<file path="config.mk">
export PLATFORM = sky130hd
export DESIGN_NAME = intc_vec
export DESIGN_NICKNAME = d
export VERILOG_FILES = /design/src/rtl/intc_vec.sv
export SDC_FILE = /design/constraint.sdc
export NUM_CORES = 1
export LEC_CHECK = 0
export BUFFER_PORTS_ARGS = -buffer_cell sky130_fd_sc_hd__clkbuf_2
export CORE_MARGIN = 8
export CORE_UTILIZATION = 40
export CTS_CLUSTER_SIZE = 28
export DETAILED_ROUTE_END_ITERATION = 12
export PLACE_DENSITY = 0.72
export RECOVER_POWER = 100
export SLEW_MARGIN = 10
export SYNTH_ARGS = -nofsm -noshare
export SYNTH_HDL_FRONTEND = slang
export SYNTH_SLANG_ARGS = --single-unit
</file>
<file path="constraint.sdc">
create_clock -name clk -period 2.3 [get_ports clk]
set_input_delay 0.115 -clock clk [delete_from_list [all_inputs] [get_ports clk]]
set_output_delay 0.115 -clock clk [all_outputs]
set_load 0.02 [all_outputs]
</file>
<file path="src/rtl/intc_vec.sv">
module intc_vec #(
  parameter int PC_W     = 16,
  parameter int VEC_BASE = 3,
  parameter int VEC_STEP = 8
) (
  input  logic            clk,
  input  logic            rst_n,
  input  logic            x0_set,
  input  logic            t0_set,
  input  logic            x1_set,
  input  logic            t1_set,
  input  logic            ser_rx,
  input  logic            ser_tx,
  input  logic            glb_en,
  input  logic [4:0]      src_en,
  input  logic [4:0]      src_hi,
  input  logic            reti,
  output logic            take,
  output logic [PC_W-1:0] vec,
  output logic [2:0]      src_id,
  output logic            in_svc_hi,
  output logic            in_svc_lo,
  output logic [4:0]      pend
);
  localparam logic [PC_W-1:0] BASE = PC_W'(VEC_BASE);
  localparam logic [PC_W-1:0] STEP = PC_W'(VEC_STEP);

  logic [3:0] edge_flg;
  logic [3:0] edge_set;
  logic [4:0] elig, elig_hi, elig_lo, pool;
  logic       go_hi, go_lo, go;
  logic [2:0] idx;

  assign edge_set = {t1_set, x1_set, t0_set, x0_set};
  assign pend     = {ser_rx | ser_tx, edge_flg};

  assign elig    = pend & src_en & {5{glb_en}};
  assign elig_hi = elig & src_hi;
  assign elig_lo = elig & ~src_hi;

  assign go_hi = (|elig_hi) & ~in_svc_hi;
  assign go_lo = ~go_hi & (|elig_lo) & ~in_svc_hi & ~in_svc_lo;
  assign go    = go_hi | go_lo;
  assign pool  = go_hi ? elig_hi : elig_lo;

  always_comb begin
    idx = 3'd0;
    for (int i = 4; i >= 0; i--)
      if (pool[i]) idx = 3'(i);
  end

  always_ff @(posedge clk or negedge rst_n) begin
    if (!rst_n) begin
      edge_flg  <= '0;
      take      <= 1'b0;
      vec       <= '0;
      src_id    <= '0;
      in_svc_hi <= 1'b0;
      in_svc_lo <= 1'b0;
    end else begin
      for (int i = 0; i < 4; i++)
        edge_flg[i] <= edge_set[i] | (edge_flg[i] & ~(go && idx == 3'(i)));
      take      <= go;
      if (go) begin
        vec    <= BASE + STEP * PC_W'(idx);
        src_id <= idx;
      end
      in_svc_hi <= (in_svc_hi & ~reti) | go_hi;
      in_svc_lo <= (in_svc_lo & ~(reti & ~in_svc_hi)) | go_lo;
    end
  end
endmodule


</file>
==> flow_metrics.tcl, run 1 <==
set metrics [dict create \
    fin_crit_sh_pct 89.79 \
    multi_input_area_sq_um 447.9 \
    grt_max_degree 14 \
    synth.cell_area_sq_um 823.3 \
    die_h_um 61.37 \
    pre_cts_ws_ps 211.9 \
    p_per_area_nw_per_um2 824.2 \
    hold_path_class "in2reg" \
    endpoint_kind "flip-flop" \
    grt_pass1_vias 805 \
    cts_setup_buffers 0 \
    ys_ff_latch 11 \
    wl_per_cell_um 13.93 \
    period_minus_slack_ps 2065 \
    fin_skew_ps 2.200 \
    fill_cells 224 \
    drt_iter0_markers 27 \
    numCtsBuffers 3 \
    syn_avg_cell_area_sq_um 8.576 \
    crit_type "reg2reg" \
    placed_cell_area_sq_um 953.4 \
    core_area_sq_um 1962 \
    vias 813 \
    async_flop_share_pct 100.0 \
    critPathLaunchType "flip-flop" \
    seq_power_share_pct 34.8 \
    clkLatencyLatePin_ps 270 \
    nets 151 \
    finalSetupTns_ps 0 \
    arrival_ps 2270 \
    drive_gt1_share_pct 22.31 \
    cts_root_buffer "clkbuf_4" \
    hold_ws_ps 31.69 \
    synth_cells 96 \
    crit_fanout 5 \
    setup_ws_ps 234.9 \
    area_delta_synth_final_pct 17.48 \
    crit_required_ps 2500 \
    synth_edf_count 0 \
    start_util_pct 41.96 \
    synth_ff_type "dfrtp_1" \
    yosysSeqAreaShare_pct 33.43 \
    utilization_pct 49.30 \
    hold_viol 0 \
    cap_violations 0 \
    clock-sinks 11 \
    power_mw 0.7971 \
    antenna_left 0 \
    place_congestion 0.9434 \
    wl_um 2187 \
    overflow 0 \
    p_leak_nw 0.4256 \
    netSwitchingPower_mw 0.3649 \
    cts_tree "yes" \
    yosysWarnings 0 \
    pwr-share-clk_pct 17.1 \
    final_area_sq_um 967.2 \
    max_slew_margin_pct 59.89 \
    cts.path.max_buffers 2 \
    fmax_ghz 0.4842 \
    switching_share_pct 45.77 \
    clk_pin_slew_ps 70 \
    antenna_found_initial 0 \
    finalMaxSlewViolations 0 \
    synthDistinctLibCells 37 \
    portBuffers 35 \
    num_rows 16 \
    dp.cells 152 \
    r2r_slack_ps 230 \
    seqCellArea_sq_um 275.3 \
    ir_drop_v 0.0002886 \
    drc 0 \
    p_comb_share_pct 48.1 \
    num_antenna_cells 0 \
    viasPerCell 5.178 \
    grt_use_total_pct 12.49 \
    grt_pass1_wl_um 3512 \
    cts_htree_levels 1 \
    status "finished, final reports clean" \
    fin_cells 157 \
    dpl.hpwl_um 1794 \
    worst_pin_slew_ps 601.6 \
    dr.pass1.iters 4 \
    die_x_um 61.37 \
    p_int_mw 0.4323 \
    io_pins 47 \
    rsz0062_at_grt "false" \
    setup_violations 0 \
    fp.dieArea_sq_um 3766 \
]
==> routing by layer <==
metal	up-vias	global-route usage [%]	wire length (um)
li1	401	-	-
met3	3	3.758	238
met5	-	0	0
met1	363	15.01	957
met4	0	6.818	25
met2	46	19.40	965
==> final timing paths <==
check,startpoint,end,depth (start not counted)
max,edge_flg[2],src_id[2],6
min,reti,in_svc_hi,2
max reg2reg,edge_flg[2],src_id[2],6
min reg2reg,vec[1],vec[1],1
max in group asynchronous,rst_n,take,2
min in group asynchronous,rst_n,src_id[1],2
==> worst max-delay path: stages (launching register included) <==
cell and delay, ps:
dfrtp_1 390, and3_1 250, a221oi_2 130, a211o_1 330, a31o_1 250, or4_1 530, o21ai_1 120
==> cell usage in the layout (no fill, tap or decap), types with 3 or more instances in the layout <==
cell type / Yosys / routed
o21ai_0: 5 / 5
conb_1: 1 / 11
a21oi_1: 5 / 5
nand3_1: 5 / 5
clkbuf_4: 0 / 3
nand2_1: 3 / 3
clkbuf_2: 0 / 19
nor3_1: 3 / 3
a211oi_1: 4 / 4
clkbuf_1: 2 / 18
nor2_1: 10 / 10
dfrtp_1: 11 / 11
==> power by group through the flow <==
stage	Sequential, mW	Clock (mW)	Combinational (mW)
2_1_floorplan	0.343	0	0.242
3_3_place_gp	0.281	0	0.399
3_5_place_dp	0.284	0	0.401
4_1_cts	0.279	0.137	0.405
5_1_grt	0.287	0.152	0.426
6_report	0.277	0.136	0.384
==> cell type report <==
cell class                 instances  area share [%]
multi-input combinational         75           46.31
sequential                        11           28.46
timing repair buffer              38           18.24
tap                               27           3.493
clock buffer                       4           2.717
inverter                           2          0.7762
==> Yosys cell counts, types with 2 or more instances <==
cell type | n | share of area (%)
and2_1 | 3 | 2.3
nand2_1 | 3 | 1.4
nand3_1 | 5 | 3.0
o22ai_1 | 2 | 1.5
a211o_1 | 2 | 2.1
clkbuf_1 | 2 | 0.91
buf_4 | 15 | 14
nor2_1 | 10 | 4.6
inv_1 | 2 | 0.91
a21oi_1 | 5 | 3.0
a211oi_1 | 4 | 3.6
dfrtp_1 | 11 | 33
o21ai_0 | 5 | 3.0
nand4_1 | 2 | 1.5
nor3_1 | 3 | 1.8
==> sequential cells by signal, summed over array words and instances, names as in the netlist <==
name,cells
take,1
src_id,3
in_svc_lo,1
vec,1
edge_flg,4
in_svc_hi,1
==> kinds of logic after synthesis <==
family	count (synthesis)	synth area share, %
AND/OR/NAND/NOR	31	19.76
other	1	0.4555
AO/OA/AOI/OAI	32	28.42
flip-flops	11	33.43
buffers and inverters	20	16.87
XOR/XNOR	1	1.064
==> what timing repair did <==
item | 4_1_cts | 5_1_grt
hold endpoints to repair | 11 | 0
gates resized for setup | 0 | 1
hold buffers | 1 | 0
setup endpoints to repair | 0 | 1
(Power assumes the default switching activity.)
==> run 2: changes to the inputs <==
Settings changed: ABC_AREA set to 1, CORE_ASPECT_RATIO set to 0.9, PLACE_DENSITY 0.72 to 0.7.
==> run 2 against run 1 <==
  * Setup slack better by 130 ps
  * Maximum frequency is 7.0% higher
  * Area after synthesis is 8.5% higher
  * Combinational power is 15% higher
  * Cell count is 20% higher
  * Wire length is 4.5% higher
==> flow_metrics.tcl, run 2 <==
set metrics [dict create \
    final_area_sq_um 1021 \
    setup_violations 0 \
    syn_avg_cell_area_sq_um 7.034 \
    cts_htree_levels 1 \
    fmax_ghz 0.5179 \
    hold_path_class "in2reg" \
    num_antenna_cells 0 \
    p_leak_nw 0.5784 \
    critPathLaunchType "flip-flop" \
    fin_skew_ps 1.222 \
    cap_violations 0 \
    dpl.hpwl_um 1921 \
    crit_required_ps 2450 \
    cts_tree "yes" \
    ys_ff_latch 11 \
    placed_cell_area_sq_um 1016 \
    area_delta_synth_final_pct 14.29 \
    slowest_stage "dfrtp_1" \
    async_flop_share_pct 100.0 \
    slowest_delay_ps 440 \
    synth_ff_type "dfrtp_1" \
    cts_setup_buffers 0 \
    clock-sinks 11 \
    core_area_sq_um 2142 \
    io_pins 47 \
    dr.pass1.iters 4 \
    final_common_cell "nand2_1" \
    period_minus_slack_ps 1931 \
    die_x_um 65.82 \
    grt_pass1_vias 863 \
    finalMaxSlewViolations 0 \
    viasPerCell 4.606 \
    fp.dieArea_sq_um 4004 \
    worst_pin_slew_ps 592.4 \
    synth.cell_area_sq_um 893.4 \
    endpoint_kind "flip-flop" \
    grt_max_degree 12 \
    synth_edf_count 0 \
    yosysSeqAreaShare_pct 30.81 \
    largest_register_ffs 4 \
    vias 866 \
    regMostFlops "edge_flg" \
    fin_crit_sh_pct 83.95 \
    hold_viol 0 \
    crit_fanout 10 \
    ir_drop_v 0.0004304 \
    drive_gt1_share_pct 22.36 \
    worst_path_dominant_cell_family "simple AND/OR/NAND/NOR gates" \
    wl_um 2286 \
    antenna_left 0 \
    path_cells "nand4_1, nand3_2, o21bai_4, inv_1, nor2_1, inv_2, or2_1" \
    synthMostInstantiatedCell "nand2_1" \
    start_util_pct 41.71 \
    grt_use_total_pct 11.78 \
    wl_per_cell_um 12.16 \
    rsz0062_at_grt "false" \
    clk_pin_slew_ps 70 \
    numCtsBuffers 3 \
    overflow 0 \
    synthTopCellsByCount "nand2_1 (34), buf_4 (15), inv_1 (13), nand3_1 (13), dfrtp_1 (11)" \
    yosysTopAreaCell "dfrtp_1" \
    max_slew_margin_pct 60.51 \
    crit_type "reg2reg" \
    drc 0 \
    final_cell_mix "nand2_1 (35), clkbuf_1 (18), clkbuf_2 (18)" \
    synth_area_leaders "dfrtp_1 (31%), nand2_1 (14%), buf_4 (13%), nand3_1 (7.3%), inv_1 (5.5%)" \
    netlist.area_leader.share_pct 30.81 \
    crit_buf_inv 2 \
    status "finished, final reports clean" \
    die_h_um 60.84 \
    p_per_area_nw_per_um2 836.4 \
    finalSetupTns_ps 0 \
    cts.path.max_buffers 2 \
    cts_root_buffer "clkbuf_4" \
    drt_iter0_markers 21 \
    grt_pass1_wl_um 3739 \
    yosysWarnings 0 \
    top_regs "edge_flg: 4 flops, src_id: 3 flops" \
    antenna_found_initial 0 \
    cts_resized 0 \
    arrival_ps 2080 \
    num_rows 16 \
    clkLatencyLatePin_ps 260 \
    synthDistinctLibCells 24 \
    portBuffers 35 \
    synth_cells 127 \
    nets 182 \
    place_congestion 0.8534 \
    cts.hold.buffers_added 1 \
]
-- run 2: layer usage --
metal / wire (um) / part of all wire [%] / track usage [%]
met4: 0 / 0 / 2.484
met5: 0 / 0 / 0
met2: 1120 / 49 / 20.56
met3: 176 / 7.7 / 3.875
met1: 989 / 43 / 13.71
-- run 2: power by group --
part / switching [mW] / internal [mW] / total [mW]
Combinational: 0.312 / 0.130 / 0.442
Sequential: 0.0401 / 0.244 / 0.284
Clock: 0.0611 / 0.0671 / 0.128
Total: 0.413 / 0.441 / 0.854
-- run 2: area by class of cell --
type / instances / area, sq um
inverter: 17 / 63.81
clock buffer: 4 / 26.28
timing repair buffer: 36 / 163.9
sequential: 11 / 275.3
multi-input combinational: 93 / 457.9
fill: 228 / 1121
tap: 27 / 33.78
-- run 2: worst register-to-register path: stages (launching register included) --
cell      delay, ps
dfrtp_1         440
nand4_1         200
nand3_2         130
o21bai_4        240
inv_1            90
nor2_1          370
inv_2           120
or2_1           230
-- run 2: path summary, 6_finish.rpt --
| path | startpoint | endpoint | slack, ps | cells past startpoint |
|---|---|---|---|---|
| max in group asynchronous | rst_n | edge_flg[1] | 1560 | 2 |
| max | edge_flg[3] | vec[1] | 370 | 7 |
| min | x0_set | edge_flg[0] | 30 | 3 |
| min reg2reg | vec[1] | vec[1] | 490 | 1 |
| min in group asynchronous | rst_n | in_svc_lo | 360 | 2 |
| max reg2reg | edge_flg[3] | vec[1] | 370 | 7 |
-- run 2: kinds of logic after synthesis --
kind of cell / count (synthesis) / synth area share [%]
AO/OA/AOI/OAI: 8 / 7.283
other: 1 / 0.4198
buffers and inverters: 33 / 21.01
flip-flops: 11 / 30.81
AND/OR/NAND/NOR: 74 / 40.48
-- run 2: stage by stage --
| step | worst slack, ps | instances | hold WS [ps] | util [%] | total power, mW |
|---|---|---|---|---|---|
| floorplan | 679.0 | 137 | -180.6 | - | 0.6522 |
| detailed placement | 560.8 | 183 | 7.252 | 47.43 | 0.7591 |
| global placement | 588.7 | 183 | 2.733 | 47.43 | 0.7490 |
| global route | 199.7 | 188 | 19.85 | 47.66 | 0.9316 |
| CTS | 537.4 | 188 | 25.71 | 49.12 | 0.8930 |
| finish | 369.3 | 188 | 31.30 | 47.66 | 0.8539 |
